--- src/rtl/pfd_pkg.sv ---
package pfd_pkg;
  // Pending phase error: lead = divided strobe came first, lag = reference first
  typedef struct packed {
    logic lead;
    logic lag;
  } phase_t;

  localparam phase_t PH_IDLE = '{lead: 1'b0, lag: 1'b0};
endpackage

--- src/rtl/pfd_phase_core.sv ---
module pfd_phase_core
  import pfd_pkg::*;
(
  input  logic   clk,
  input  logic   rst_n,
  input  logic   ref_stb,
  input  logic   div_stb,
  output phase_t ph
);
  phase_t ph_nxt;
  logic   stale;

  // A repeated strobe on the already-pending side means a whole period was missed
  assign stale = (ph.lead && div_stb && !ref_stb) || (ph.lag && ref_stb && !div_stb);

  always_comb begin
    ph_nxt = PH_IDLE;
    if (!stale) begin
      ph_nxt.lead = ph.lead | div_stb;
      ph_nxt.lag  = ph.lag  | ref_stb;
      if (ph_nxt.lead && ph_nxt.lag) ph_nxt = PH_IDLE;
    end
  end

  always_ff @(posedge clk or negedge rst_n) begin
    if (!rst_n) ph <= PH_IDLE;
    else        ph <= ph_nxt;
  end

  AST_NEVER_BOTH: assert property (@(posedge clk) disable iff (!rst_n)
    !(ph.lead && ph.lag));
  AST_LEAD_START: assert property (@(posedge clk) disable iff (!rst_n)
    (!ph.lead && !ph.lag && div_stb && !ref_stb) |=> ph.lead);
  AST_LAG_START: assert property (@(posedge clk) disable iff (!rst_n)
    (!ph.lead && !ph.lag && ref_stb && !div_stb) |=> ph.lag);
  AST_STALE_LAG_CLR: assert property (@(posedge clk) disable iff (!rst_n)
    (ph.lag && ref_stb && !div_stb) |=> (!ph.lag && !ph.lead));
  AST_STALE_LEAD_CLR: assert property (@(posedge clk) disable iff (!rst_n)
    (ph.lead && div_stb && !ref_stb) |=> (!ph.lag && !ph.lead));
  AST_OPPOSITE_END: assert property (@(posedge clk) disable iff (!rst_n)
    (ph.lead && ref_stb) |=> !ph.lead);
endmodule

--- src/rtl/pfd_width_timer.sv ---
module pfd_width_timer #(
  parameter int LIMIT = 6,
  parameter int CW    = $clog2(LIMIT + 1)
) (
  input  logic          clk,
  input  logic          rst_n,
  input  logic          active,
  output logic [CW-1:0] cnt
);
  localparam logic [CW-1:0] CMAX = CW'(LIMIT);

  // Counts the cycles of the current error pulse, saturating at LIMIT
  always_ff @(posedge clk or negedge rst_n) begin
    if (!rst_n)           cnt <= '0;
    else if (!active)     cnt <= '0;
    else if (cnt != CMAX) cnt <= cnt + CW'(1);
  end

  AST_CNT_STEP: assert property (@(posedge clk) disable iff (!rst_n)
    (active && cnt != CMAX) |=> cnt == $past(cnt) + CW'(1));
  AST_CNT_IDLE: assert property (@(posedge clk) disable iff (!rst_n)
    !active |=> cnt == '0);
endmodule

--- src/rtl/pfd_lock_monitor.sv ---
module pfd_lock_monitor #(
  parameter int LIMIT = 6,
  parameter int CW    = $clog2(LIMIT + 1)
) (
  input  logic          clk,
  input  logic          rst_n,
  input  logic          active,
  input  logic [CW-1:0] cnt,
  input  logic          ack,
  output logic          flag
);
  logic hit;

  assign hit = active && (cnt >= CW'(LIMIT));

  // Set takes priority over a simultaneous read
  always_ff @(posedge clk or negedge rst_n) begin
    if (!rst_n)   flag <= 1'b0;
    else if (hit) flag <= 1'b1;
    else if (ack) flag <= 1'b0;
  end

  AST_FLAG_HOLD: assert property (@(posedge clk) disable iff (!rst_n)
    (flag && !ack) |=> flag);
  AST_FLAG_SET_WINS: assert property (@(posedge clk) disable iff (!rst_n)
    hit |=> flag);
  AST_FLAG_CLEAR: assert property (@(posedge clk) disable iff (!rst_n)
    (ack && !hit) |=> !flag);
endmodule

--- src/rtl/pfd_tristate.sv ---
module pfd_tristate
  import pfd_pkg::*;
#(
  parameter int UNLOCK_CYC = 6,
  parameter int DZ_W       = 2
) (
  input  logic            clk,
  input  logic            rst_n,
  input  logic            ref_stb,
  input  logic            div_stb,
  input  logic [DZ_W-1:0] dz_sel,
  input  logic            unlock_ack,
  output logic            drv_hi,
  output logic            drv_lo,
  output logic            pad_oe,
  output logic            unlock
);
  localparam int CNT_W = $clog2(UNLOCK_CYC + 1);
  localparam int CMP_W = (CNT_W > DZ_W) ? CNT_W : DZ_W;

  phase_t           ph;
  logic [CNT_W-1:0] pw_cnt;
  logic             active;
  logic             past_dz;

  pfd_phase_core u_core (
    .clk     (clk),
    .rst_n   (rst_n),
    .ref_stb (ref_stb),
    .div_stb (div_stb),
    .ph      (ph)
  );

  assign active = ph.lead | ph.lag;

  pfd_width_timer #(.LIMIT(UNLOCK_CYC), .CW(CNT_W)) u_timer (
    .clk    (clk),
    .rst_n  (rst_n),
    .active (active),
    .cnt    (pw_cnt)
  );

  pfd_lock_monitor #(.LIMIT(UNLOCK_CYC), .CW(CNT_W)) u_lock (
    .clk    (clk),
    .rst_n  (rst_n),
    .active (active),
    .cnt    (pw_cnt),
    .ack    (unlock_ack),
    .flag   (unlock)
  );

  // Dead zone: the pulse must have lasted dz_sel cycles before it reaches the pad
  assign past_dz = CMP_W'(pw_cnt) >= CMP_W'(dz_sel);
  assign drv_hi  = ph.lead && !ph.lag && past_dz;
  assign drv_lo  = ph.lag && !ph.lead && past_dz;
  assign pad_oe  = drv_hi | drv_lo;

  AST_NO_DUAL_DRIVE: assert property (@(posedge clk) disable iff (!rst_n)
    !(drv_hi && drv_lo));
  AST_DZ_ZERO_PASS: assert property (@(posedge clk) disable iff (!rst_n)
    (dz_sel == '0 && ph.lead) |-> pad_oe);
  AST_RESET_IDLE: assert property (@(posedge clk)
    !rst_n |-> (!pad_oe && !unlock));
endmodule

--- config.mk ---
export PLATFORM = sky130hd
export DESIGN_NAME = pfd_tristate
export DESIGN_NICKNAME = d
export VERILOG_FILES = /design/src/rtl/pfd_pkg.sv /design/src/rtl/pfd_phase_core.sv /design/src/rtl/pfd_width_timer.sv /design/src/rtl/pfd_lock_monitor.sv /design/src/rtl/pfd_tristate.sv
export SDC_FILE = /design/constraint.sdc
export NUM_CORES = 1
export LEC_CHECK = 0
export CAP_MARGIN = 5
export CORE_AREA = 2 2 39 41
export CTS_CLUSTER_SIZE = 14
export DETAILED_ROUTE_END_ITERATION = 8
export DIE_AREA = 0 0 41 43
export PLACE_DENSITY = 0.57
export SYNTH_ARGS = -nofsm -noshare
export SYNTH_HDL_FRONTEND = slang
export SYNTH_HIERARCHICAL = 1
export SYNTH_SLANG_ARGS = --single-unit
--- constraint.sdc ---
create_clock -name clk -period 2.1 [get_ports clk]
set_clock_uncertainty 0.1 [all_clocks]
set_input_delay 0.42 -clock clk [delete_from_list [all_inputs] [get_ports clk]]
set_output_delay 0.42 -clock clk [all_outputs]
set_load 0.05 [all_outputs]
==> impl_metrics.json <==
{
  "syn_area_um2": 367,
  "p_leak_uw": 0.000248,
  "dieHeight_um": 43,
  "cts_made_buffers": 3,
  "synth-edff-count": 0,
  "rsz0062_at_grt": "yes",
  "period_needed_ps": 2050,
  "grt_pass1_vias": 279,
  "slew_headroom_pct": 67.1,
  "post_drt_via_cell_ratio": 4.36,
  "path_class": "register to output pin",
  "synth_nets": 48,
  "status": "completed",
  "synthTopCellsByArea": "dfrtp_1, ha_1, inv_1, xnor2_1, a21oi_1",
  "fin_nets": 64,
  "overflow": 0,
  "drive_gt1_share_pct": 27.5,
  "yosysUniqueCellTypes": 17,
  "die_area_mm2": 0.00176,
  "required_ps": 1580,
  "cts_num_sinks": 6,
  "worst_ep_arrival_time_ps": 1530,
  "syn2layout_area_growth_pct": 48.1,
  "core_mm2": 0.00138,
  "holdCritPathClass": "primary input to async pin",
  "htreeDepth": 1,
  "start_util_pct": 26.5,
  "synth.most_common_cell": "dfrtp_1",
  "drt-initial-drc-count": 1,
  "cts_root_buf": "clkbuf_4",
  "gp_congestion": 0.670,
  "clock_latency_ps": 240,
  "n_fill_cell": 133,
  "diodes": 0,
  "synth_flop_cell": "dfrtp_1",
  "ir_drop_v": 0.000326,
  "clock_path_buffers": 2,
  "synth_seq_area_share_pct": 41.0,
  "place_inst": 63,
  "drtPass1Iterations": 2,
  "worstMarginPinSlew_ps": 491,
  "ys_warn_count": 6,
  "setup_violations": 0,
  "row_count": 14,
  "yosysTopAreaCellShare_pct": 41.0,
  "drv_cap": 0,
  "critPathMaxFanout": 3,
  "powerDensity_mw_per_mm2": 783,
  "clkTransAtPathRegs_ps": 40,
  "critPathCaptureType": "output pin",
  "antenna_found_initial": 0,
  "ios": 11,
  "cts_tree": "yes",
  "setup_slack_ps": 46.5,
  "cts_hold_buf": 0,
  "via_count": 292,
  "yosys-top-cells-count": "dfrtp_1, inv_1, ha_1, a21oi_1",
  "hold_viol": 0,
  "finalMaxSlewViolations": 0,
  "detail_route.wl_per_cell_um": 9.09,
  "drc": 0,
  "grt_usage_pct": 9.21,
  "async_flop_share_pct": 100,
  "die_x_um": 41,
  "synth_area_per_cell_um2": 9.91,
  "antenna_left": 0,
  "grt_first_pass_wirelength_um": 1040,
  "yosys.area.top_type": "dfrtp_1",
  "syn-instance-count": 37,
  "routed_wl_um": 609,
  "critPathLaunchType": "register",
  "fmax_mhz": 487,
  "grt_max_degree": 9,
  "dp_slack_ps": -258,
  "timing.final.crit_share_pct": 97.8,
  "final_cells": 67,
  "io_buffers": 10,
  "synth-seq-cells": 6
}
[path summary, 6_finish.rpt]
check | start | end | slack [ps] | cells after the start
worst min-delay path | rst_n | u_timer/cnt[0] | 320 | 1
min in group clk | u_core/ph[1] | u_core/ph[0] | 410 | 1
worst min register to register | u_core/ph[1] | u_core/ph[0] | 410 | 1
max in group asynchronous | rst_n | u_timer/cnt[1] | 1360 | 1
worst max register to register | u_timer/cnt[0] | u_timer/cnt[1] | 800 | 5
worst max-delay path | u_timer/cnt[0] | drv_lo | 50 | 6
[power by group]
part / switching [uW] / internal [uW]
registers: 16.9 / 130
logic: 87.6 / 86.6
clock network: 39.6 / 64.5
[per-layer routing]
metal	track usage, %	share of wire, %
met3	4.71	4.6
met4	6.00	0
met5	0	0
met1	10.9	44
met2	12.5	51
[metrics by stage]
stage	setup TNS [ps]	area [um^2]	hold slack [ps]	total power (uW)	utilization [%]
final	0	543	325	425	39.2
after global routing	-108	543	346	457	39.2
after global placement	-669	483	400	292	34.9
after CTS	0	538	329	429	38.9
after detailed placement	-737	483	406	294	34.9
after floorplan	0	370	24.4	253	-
[worst max-delay path, stage by stage, from the launching register on]
cell      delay (ps)
dfrtp_1          330
inv_1             50
ha_1             270
nand2b_4         150
a211oi_4         250
nor2_1            80
buf_6            160
[cell usage in the layout, fill, tap and decap left out, drive strengths merged]
cell type | Yosys | layout
o21a | 2 | 2
ha | 4 | 4
inv | 5 | 5
nand3 | 1 | 1
a21oi | 3 | 3
nor2 | 2 | 2
clkbuf | 0 | 3
buf | 0 | 4
nand2b | 3 | 3
a31oi | 1 | 1
clkdlybuf4s15 | 0 | 1
o21ai | 2 | 2
xnor2 | 2 | 2
or2 | 1 | 1
and3 | 2 | 2
clkdlybuf4s50 | 0 | 5
a211oi | 1 | 1
dfrtp | 6 | 6
nor3 | 2 | 2
dlygate4sd2 | 0 | 1
[layout make-up]
cell class	count	area [um^2]	share of cell area [%]
Multi-Input combinational cell	26	221	40.8
Sequential cell	6	150	27.6
Inverter	5	18.8	3.46
Timing Repair Buffer	11	110	20.3
Clock buffer	3	22.5	4.15
Tap cell	16	20.0	3.69
[registers in the layout (all words and copies together), names as in the netlist]
signal and cells:
u_core/ph 2, u_timer/cnt 3, u_lock/flag 1
[cell families after synthesis]
logic type | synth area share [%]
simple gates | 18.4
compound gates | 17.1
flops | 41.0
buf+inv | 5.12
fa+ha+maj | 13.7
xor+xnor | 4.78
[what timing repair did]
action,4_1_cts,5_1_grt
setup buffers,1,0
endpoints found under the setup margin,3,3
endpoints found under the hold margin,0,0
pin swaps,4,0
resized for setup,7,2
Power figures use the tool's default switching activity.
